**config.mk**
```make
export PLATFORM = sky130hd
export DESIGN_NAME = dma_xfer_seq
export DESIGN_NICKNAME = d
export VERILOG_FILES = /design/src/rtl/dma_seq_pkg.sv /design/src/rtl/dma_seq_fsm.sv /design/src/rtl/dma_seq_addr.sv /design/src/rtl/dma_seq_bus.sv /design/src/rtl/dma_xfer_seq.sv
export SDC_FILE = /design/constraint.sdc
export NUM_CORES = 1
export LEC_CHECK = 0
export BUFFER_PORTS_ARGS = -buffer_cell sky130_fd_sc_hd__clkbuf_2
export CORE_MARGIN = 1.5
export CORE_UTILIZATION = 49
export CTS_CLUSTER_DIAMETER = 150
export CTS_CLUSTER_SIZE = 25
export DETAILED_ROUTE_END_ITERATION = 12
export PLACE_DENSITY = 0.84
export SETUP_SLACK_MARGIN = 0.2
export SLEW_MARGIN = 30
export SYNTH_ARGS = -nofsm -noshare
export SYNTH_HDL_FRONTEND = slang
export SYNTH_HIERARCHICAL = 1
export SYNTH_SLANG_ARGS = --single-unit
```
**constraint.sdc**
```tcl
create_clock -name clk -period 1.9 [get_ports clk]
set_clock_uncertainty 0.2 [all_clocks]
set_input_delay 0.095 -clock clk [delete_from_list [all_inputs] [get_ports clk]]
set_output_delay 0.095 -clock clk [all_outputs]
set_load 0.02 [all_outputs]
```
**src/rtl/dma_seq_pkg.sv**
```systemverilog
package dma_seq_pkg;

    typedef enum logic [2:0] {
        ST_IDLE = 3'd0,
        ST_HI   = 3'd1,
        ST_ADR  = 3'd2,
        ST_EXT  = 3'd3,
        ST_RW   = 3'd4
    } seq_state_e;

    typedef struct packed {
        logic strobe;
        logic enable;
        logic rd;
        logic wr;
    } bus_ctl_t;

    typedef struct packed {
        logic go;
        logic squeeze;
        logic more;
        logic hi_change;
    } seq_in_t;

    function automatic seq_state_e next_state(input seq_state_e cur, input seq_in_t in);
        seq_state_e nxt;
        nxt = cur;
        case (cur)
            ST_IDLE: nxt = in.go ? ST_HI : ST_IDLE;
            ST_HI:   nxt = ST_ADR;
            ST_ADR:  nxt = in.squeeze ? ST_RW : ST_EXT;
            ST_EXT:  nxt = ST_RW;
            ST_RW: begin
                if (!in.more)          nxt = ST_IDLE;
                else if (in.hi_change) nxt = ST_HI;
                else                   nxt = ST_ADR;
            end
            default: nxt = ST_IDLE;
        endcase
        return nxt;
    endfunction

    function automatic logic starts_transfer(input seq_state_e cur, input seq_in_t in);
        return ((cur == ST_IDLE) && in.go) || ((cur == ST_RW) && in.more);
    endfunction

    function automatic bus_ctl_t ctl_for(input seq_state_e s);
        bus_ctl_t c;
        c.strobe = (s == ST_HI);
        c.enable = (s != ST_IDLE);
        c.rd     = (s == ST_EXT) || (s == ST_RW);
        c.wr     = (s == ST_RW);
        return c;
    endfunction

endpackage

```
**src/rtl/dma_seq_fsm.sv**
```systemverilog
module dma_seq_fsm
    import dma_seq_pkg::*;
(
    input  logic       clk,
    input  logic       rst,
    input  seq_in_t    in,
    output seq_state_e state,
    output logic       load_addr,
    output logic       capture_hi
);

    seq_state_e state_q;
    seq_state_e state_d;

    always_comb begin
        state_d = next_state(state_q, in);
    end

    always_ff @(posedge clk) begin
        if (rst) state_q <= ST_IDLE;
        else     state_q <= state_d;
    end

    assign state      = state_q;
    assign load_addr  = starts_transfer(state_q, in);
    assign capture_hi = (state_q == ST_HI);

    assert_go_enters_hi_R2: assert property (@(posedge clk) disable iff (rst)
        (state_q == ST_IDLE && in.go) |=> (state_q == ST_HI));

    assert_hi_then_adr_R3: assert property (@(posedge clk) disable iff (rst)
        (state_q == ST_HI) |=> (state_q == ST_ADR));

    assert_normal_extends_R4: assert property (@(posedge clk) disable iff (rst)
        (state_q == ST_ADR && !in.squeeze) |=> (state_q == ST_EXT));

    assert_squeeze_skips_R5: assert property (@(posedge clk) disable iff (rst)
        (state_q == ST_ADR && in.squeeze) |=> (state_q == ST_RW));

    assert_same_hi_no_strobe_R7: assert property (@(posedge clk) disable iff (rst)
        (state_q == ST_RW && in.more && !in.hi_change) |=> (state_q == ST_ADR));

    assert_new_hi_strobes_R8: assert property (@(posedge clk) disable iff (rst)
        (state_q == ST_RW && in.more && in.hi_change) |=> (state_q == ST_HI));

    assert_end_to_idle_R9: assert property (@(posedge clk) disable iff (rst)
        (state_q == ST_RW && !in.more) |=> (state_q == ST_IDLE));

    assert_go_ignored_busy_R11: assert property (@(posedge clk) disable iff (rst)
        (state_q != ST_IDLE && state_q != ST_RW) |=> (state_q != ST_IDLE));

endmodule

```
**src/rtl/dma_seq_addr.sv**
```systemverilog
module dma_seq_addr #(
    parameter int ADDR_W = 16,
    parameter int LO_W   = 8,
    localparam int HI_W  = ADDR_W - LO_W
) (
    input  logic              clk,
    input  logic              rst,
    input  logic [ADDR_W-1:0] nxt_addr,
    input  logic              load_addr,
    input  logic              capture_hi,
    output logic [ADDR_W-1:0] addr_q,
    output logic [HI_W-1:0]   latched_hi,
    output logic              hi_change
);

    logic [ADDR_W-1:0] addr_r;
    logic [HI_W-1:0]   hi_r;

    always_ff @(posedge clk) begin
        if (rst) begin
            addr_r <= '0;
            hi_r   <= '0;
        end else begin
            if (load_addr)  addr_r <= nxt_addr;
            if (capture_hi) hi_r   <= addr_r[ADDR_W-1:LO_W];
        end
    end

    assign addr_q     = addr_r;
    assign latched_hi = hi_r;
    assign hi_change  = (nxt_addr[ADDR_W-1:LO_W] != hi_r);

    assert_addr_held_R12: assert property (@(posedge clk) disable iff (rst)
        (!load_addr) |=> $stable(addr_r));

endmodule

```
**src/rtl/dma_seq_bus.sv**
```systemverilog
module dma_seq_bus
    import dma_seq_pkg::*;
#(
    parameter int ADDR_W = 16,
    parameter int LO_W   = 8,
    localparam int HI_W  = ADDR_W - LO_W
) (
    input  logic              clk,
    input  logic              rst,
    input  seq_state_e        state,
    input  logic [ADDR_W-1:0] addr_q,
    output logic              adr_stb,
    output logic              adr_en,
    output logic [LO_W-1:0]   lo_adr,
    output logic [HI_W-1:0]   hi_bus,
    output logic              rd,
    output logic              wr
);

    bus_ctl_t ctl;

    always_comb begin
        ctl     = ctl_for(state);
        adr_stb = ctl.strobe;
        adr_en  = ctl.enable;
        rd      = ctl.rd;
        wr      = ctl.wr;
        lo_adr  = ctl.enable ? addr_q[LO_W-1:0] : '0;
        hi_bus  = ctl.strobe ? addr_q[ADDR_W-1:LO_W] : '0;
    end

    assert_strobe_falls_into_adr_R3: assert property (@(posedge clk) disable iff (rst)
        $fell(adr_stb) |-> (state == ST_ADR));

    assert_write_within_read_R6: assert property (@(posedge clk) disable iff (rst)
        wr |-> rd);

    assert_read_needs_enable_R9: assert property (@(posedge clk) disable iff (rst)
        rd |-> adr_en);

    assert_idle_quiet_R10: assert property (@(posedge clk) disable iff (rst)
        !adr_en |-> (lo_adr == '0 && hi_bus == '0));

endmodule

```
**src/rtl/dma_xfer_seq.sv**
```systemverilog
module dma_xfer_seq
    import dma_seq_pkg::*;
#(
    parameter int ADDR_W = 16,
    parameter int LO_W   = 8,
    localparam int HI_W  = ADDR_W - LO_W
) (
    input  logic              clk,
    input  logic              rst,
    input  logic              go_i,
    input  logic [ADDR_W-1:0] nxt_addr_i,
    input  logic              squeeze_i,
    input  logic              more_i,
    output logic [2:0]        state_o,
    output logic              adr_stb_o,
    output logic              adr_en_o,
    output logic [LO_W-1:0]   lo_adr_o,
    output logic [HI_W-1:0]   hi_bus_o,
    output logic              rd_o,
    output logic              wr_o
);

    seq_in_t           seq_in;
    seq_state_e        state;
    logic              load_addr;
    logic              capture_hi;
    logic [ADDR_W-1:0] addr_q;
    logic [HI_W-1:0]   latched_hi;
    logic              hi_change;

    always_comb begin
        seq_in.go        = go_i;
        seq_in.squeeze   = squeeze_i;
        seq_in.more      = more_i;
        seq_in.hi_change = hi_change;
    end

    dma_seq_fsm u_fsm (
        .clk        (clk),
        .rst        (rst),
        .in         (seq_in),
        .state      (state),
        .load_addr  (load_addr),
        .capture_hi (capture_hi)
    );

    dma_seq_addr #(.ADDR_W(ADDR_W), .LO_W(LO_W)) u_addr (
        .clk        (clk),
        .rst        (rst),
        .nxt_addr   (nxt_addr_i),
        .load_addr  (load_addr),
        .capture_hi (capture_hi),
        .addr_q     (addr_q),
        .latched_hi (latched_hi),
        .hi_change  (hi_change)
    );

    dma_seq_bus #(.ADDR_W(ADDR_W), .LO_W(LO_W)) u_bus (
        .clk     (clk),
        .rst     (rst),
        .state   (state),
        .addr_q  (addr_q),
        .adr_stb (adr_stb_o),
        .adr_en  (adr_en_o),
        .lo_adr  (lo_adr_o),
        .hi_bus  (hi_bus_o),
        .rd      (rd_o),
        .wr      (wr_o)
    );

    assign state_o = state;

    assert_latch_tracks_strobe_R8: assert property (@(posedge clk) disable iff (rst)
        $fell(adr_stb_o) |-> (latched_hi == addr_q[ADDR_W-1:LO_W]));

endmodule

```
==> results.cfg, run 1 <==
[floorplanning]
io_pins = 44
num_rows = 18
initial_core_util_pct = 51.7
die_w_um = 54.1
die_h_um = 54.1
coreArea_mm2 = 0.00248
design.die.area_mm2 = 0.00293

[sta]
tightest_slew_ns = 0.536
fin_ws_ns = 0.164
setup_viol = 0
rsz0062_at_grt = yes
hold_slack_ns = 0.0781
slew_headroom_pct = 64.3
timing.fmax_ghz = 0.576
min_period_ns = 1.74
hold_viol = 0
slew_violations = 0
setup_tns_ns = 0
finalCritPeriodShare_pct = 91.4

[clock_network]
clockBufferDepth = 2
insertion_delay_ns = 0.32
cts_tree = built
clock-sinks = 27
clockRootBuffer = clkbuf_4
path_clk_slew_ns = 0.15
cts_buffers = 3
htree_num_levels = 1

[worst_setup_path]
path_buf_inv = 3
reg2reg_from = u_fsm/state[2]
crit_type = reg -> reg
cp.arrival_ns = 1.74
critPathLaunchType = flip-flop
slowest_stage = dfxtp_4
crit_chain = buf_4 > mux2i_1 > nor3_2 > buf_4 > clkbuf_16 > mux2i_1 > nor2_1
cp_max_fo = 8
worstSetupStartpoint = u_fsm/state[2]
path_delay_family = buffers and inverters
crit_required_ns = 1.91
endpoint_kind = flip-flop
max_stage_delay_ns = 0.41

[global_routing]
overflow = 0
grt_pass1_vias = 968
antenna_found_initial = 0
grt_max_degree = 28
grt_pass1_wl_um = 4370
track_usage_pct = 20.8

[synthesis]
synthSimpleGateAreaFrac_pct = 24.5
yosysUniqueCellTypes = 27
synth_top_family_by_area = simple AND/OR/NAND/NOR gates
async_flop_share_pct = 0
avgSynthCellArea_um2 = 10.1
synth_fa_ha_area_share_pct = 0
synthesis.nets = 148
synth_edf_count = 0
syn_inst = 127
synth_seq_cells = 27
synth_ff_type = dfxtp_1
ys_seq_area_share_pct = 42.2
synth_area_mm2 = 0.00128
synthXorXnorAreaFrac_pct = 5.47
synth_mux_area_share_pct = 19.6
synth_compound_area_share_pct = 3.03
synth_warnings = 6

[finish]
drive_gt1_share_pct = 37.3
area_growth_pct = 53.0
antenna_cells = 0
fin_util_pct = 79.0
fin_nets = 223

[power]
p_leak_nw = 0.900
p_clk_share_pct = 20.6
combPwrFrac_pct = 28.6
pwr-share-seq_pct = 50.8
p_sw_mw = 0.364
vdd_drop_max_uv = 617
internal_power_mw = 0.875
switching_share_pct = 29.4
p_per_area_mw_per_mm2 = 632

[placed_design]
place_congestion = 0.676
pre_cts_ws_ns = 0.262
hpwl_um = 1830
io_buffers = 43

[run]
max_cap_violations = 0

[detailed_routing]
wirelength_um = 3180
first_pass_iters = 4
ant_nets = 0
drc = 0
routedLengthMet1_um = 1370
vias = 1125
via_per_inst = 4.87
met2_wirelength_um = 1680
wl_per_cell_um = 13.8
drt_iter0_drc = 18
highest_layer = met4
met3_wirelength_um = 104

[min_path]
hp-start = rst
hold_class = in -> reg

[outcome]
status = completed
==> logic make-up (layout without fill, tap and decap cells) <==
group	after synthesis	after routing
buffers and inverters	8	82
AO/OA/AOI/OAI	4	4
multiplexers	25	25
flip-flops	27	27
XOR/XNOR	8	8
AND/OR/NAND/NOR	55	55
==> final timing paths <==
kind	endpoint	slack, ns	cells past startpoint
hold reg to reg	u_fsm/state[0]	0.28	1
setup reg to reg	u_addr/addr_q[10]	0.16	7
setup / recovery	u_addr/addr_q[10]	0.16	7
hold / removal	u_fsm/state[1]	0.08	2
==> timing repair <==
| action | CTS | global route |
|---|---|---|
| hold endpoints to repair | 19 | 0 |
| hold buffers | 19 | 0 |
| gates cloned | 0 | 1 |
| gates resized for setup | 5 | 48 |
| endpoints found under the setup margin | 19 | 33 |
| setup buffers | 8 | 2 |
| pin swaps | 2 | 6 |
==> area by class of cell <==
class,instances,area (µm²)
multi-input combinational,92,701
fill,154,519
timing repair buffer,76,631
inverter,2,7.51
clock inverter,1,7.51
clock buffer,3,22.5
tap,30,37.5
sequential,27,552
==> synthesized netlist by cell type, types with 2 or more instances <==
| library cell | count | area (µm²) |
|---|---|---|
| or3b_1 | 2 | 17.5 |
| dfxtp_1 | 27 | 541 |
| inv_1 | 2 | 7.51 |
| mux2i_1 | 25 | 250 |
| nand2_1 | 2 | 7.51 |
| buf_6 | 2 | 22.5 |
| nor2b_1 | 7 | 43.8 |
| nor3_1 | 2 | 10.0 |
| and2_1 | 8 | 50.1 |
| nor2_1 | 25 | 93.8 |
| xor2_1 | 8 | 70.1 |
| nor4_1 | 2 | 12.5 |
==> routing by layer <==
| metal | global-route usage [%] | up-vias |
|---|---|---|
| li1 | - | 574 |
| met1 | 25.9 | 522 |
| met2 | 36.8 | 27 |
| met3 | 2.50 | 2 |
| met4 | 7.50 | 0 |
| met5 | 0 | - |
==> placed cells by master, fill, tap and decap left out, drive strengths merged <==
master,synthesis,layout
nor3b,2,2
clkbuf,1,30
o21a,1,1
nor2b,7,7
dfxtp,27,27
nor2,25,25
inv,2,2
o21bai,1,1
a311oi,2,2
nor3,3,3
and2,8,8
xor2,8,8
nor4b,1,1
dlygate4sd3,0,19
nor4,2,2
nand4b,1,1
clkinvlp,0,1
nand2,2,2
buf,5,30
mux2i,25,25
or3b,2,2
nand4bb,1,1
and2b,1,1
==> metrics by stage <==
step / cell area [µm²] / instances / power (mW)
final: 1960 / 231 / 1.24
after global placement: 1520 / 197 / 0.884
after floorplan: 1290 / 127 / 0.819
after detailed placement: 1520 / 197 / 0.894
after global routing: 1960 / 231 / 1.31
after CTS: 1820 / 228 / 1.19
==> worst register-to-register path: cells and delay by family (launching register included) <==
| kind | cells | cell delay (ns) |
|---|---|---|
| buf+inv | 3 | 0.50 |
| mux | 2 | 0.32 |
| simple gates | 2 | 0.19 |
| flops | 1 | 0.41 |
==> power by group through the flow <==
stage | combinational [mW] | clock, mW | sequential [mW]
global route | 0.379 | 0.295 | 0.635
finish | 0.354 | 0.255 | 0.630
floorplan | 0.176 | 0 | 0.643
global placement | 0.242 | 0 | 0.642
CTS | 0.305 | 0.255 | 0.628
detailed placement | 0.249 | 0 | 0.645
==> registers in the layout, summed over array words and instances (netlist names) <==
name / flops
u_addr/latched_hi: 8
u_fsm/state: 3
u_addr/addr_q: 16
(Power assumes the default switching activity.)
==> run 2: changes to the inputs <==
Settings changed: PLACE_DENSITY 0.84 to not set, PLACE_DENSITY_LB_ADDON set to 0.15.
==> run 2 against run 1 <==
  * Via count barely moved
  * Register-to-register slack improved by 0.096 ns
  * Sequential power barely moved
  * Maximum frequency rose by 3.5%
  * Setup slack improved by 0.058 ns
  * First-iteration DRC count fell by 44%
==> results.cfg, run 2 (same netlist as run 1, synthesis figures left out) <==
[power]
vdd_drop_max_uv = 562
p_per_area_mw_per_mm2 = 633
p_leak_nw = 0.898

[detailed_routing]
ant_nets = 0
first_pass_iters = 4
wirelength_um = 2950
drt_iter0_drc = 10
drc = 0
wl_per_cell_um = 12.6
vias = 1124
via_per_inst = 4.82

[sta]
finalCritPeriodShare_pct = 88.3
hold_slack_ns = 0.0185
setup_viol = 0
rsz0062_at_grt = yes
min_period_ns = 1.68
tightest_slew_ns = 0.535
timing.fmax_ghz = 0.596
hold_viol = 0
slew_headroom_pct = 64.3
setup_tns_ns = 0
slew_violations = 0

[clock_network]
clockBufferDepth = 2
cts_tree = built
clock-sinks = 27
htree_num_levels = 1
cts_buffers = 3
insertion_delay_ns = 0.31
path_clk_slew_ns = 0.14
clockRootBuffer = clkbuf_4

[finish]
final_common_cell = clkbuf_2
largest_register_ffs = 16
fin_nets = 225
area_growth_pct = 46.1
antenna_cells = 0
final_cell_mix = clkbuf_2 (32), mux2i_1 (25), nor2_1 (25), dfxtp_1 (24), dlygate4sd3_1 (17)
drive_gt1_share_pct = 34.5
finalInstanceArea_mm2 = 0.00187

[min_path]
hp-start = nxt_addr_i[8]
hold_class = in -> reg

[floorplanning]
coreArea_mm2 = 0.00248
io_pins = 44
num_rows = 18
design.die.area_mm2 = 0.00293
die_h_um = 54.1
die_w_um = 54.1
initial_core_util_pct = 51.7

[worst_setup_path]
critPathLaunchType = flip-flop
crit_chain = nor3b_4 > buf_4 > and2_1 > buf_2
endpoint_kind = output pin
max_stage_delay_ns = 0.41
cp_max_fo = 5
reg2reg_from = u_fsm/state[2]
path_delay_family = flip-flops
worstSetupStartpoint = u_fsm/state[2]
cp.arrival_ns = 1.38
path_buf_inv = 2
slowest_stage = dfxtp_4
crit_required_ns = 1.60
crit_type = reg -> out

[global_routing]
track_usage_pct = 20.7
antenna_found_initial = 0
grt_pass1_wl_um = 4300
grt_pass1_vias = 964
grt_max_degree = 28
overflow = 0

[placed_design]
placed_area_mm2 = 0.00152
hpwl_um = 1860
io_buffers = 43
place_congestion = 0.691

[run]
max_cap_violations = 0

[outcome]
status = completed
-- run 2: final cells by class --
type                       count  area (µm²)
multi-input combinational     92         689
sequential                    27         552
fill                         181         607
timing repair buffer          78         558
inverter                       2        7.51
tap                           30        37.5
clock buffer                   4        26.3
-- run 2: final timing paths --
kind | endpoint | slack, ns | depth (start not counted)
setup / recovery | hi_bus_o[4] | 0.22 | 4
hold / removal | u_addr/addr_q[8] | 0.02 | 4
hold reg to reg | u_addr/addr_q[0] | 0.30 | 2
setup reg to reg | u_addr/addr_q[15] | 0.26 | 6
-- run 2: metrics by stage --
stage / utilization, % / setup slack (ns) / power (mW) / cells
3_5_place_dp: 61.5 / 0.248 / 0.895 / 199
3_3_place_gp: 61.5 / 0.316 / 0.884 / 199
4_1_cts: 73.3 / 0.199 / 1.18 / 229
5_1_grt: 75.5 / 0.157 / 1.25 / 233
6_report: 75.5 / 0.223 / 1.18 / 233
2_1_floorplan: - / 0.215 / 0.819 / 127
-- run 2: what timing repair did --
| item | in CTS | in global routing |
|---|---|---|
| hold buffers | 19 | 0 |
| endpoints found under the setup margin | 19 | 29 |
| pin swaps | 2 | 6 |
| hold endpoints to repair | 19 | 0 |
| resized for setup | 5 | 19 |
| buffers inserted | 7 | 4 |
-- run 2: worst reg2reg max path, stage by stage, from the launching register on --
cell and delay [ns]:
dfxtp_4 0.41, buf_12 0.14, mux2i_1 0.12, nor3_2 0.18, buf_4 0.22, mux2i_1 0.22, nor2_1 0.05
-- run 2: routing by layer --
layer	share of wire (%)	GRT usage, %
met5	0	0
met1	45	25.6
met3	2.2	2.50
met4	0.58	7.50
met2	53	36.6
-- run 2: power by group --
group / internal, mW / leakage [nW] / switching, mW
sequential: 0.600 / 0.223 / 0.0268
combinational: 0.166 / 0.661 / 0.152
clock: 0.0819 / 0.0150 / 0.157
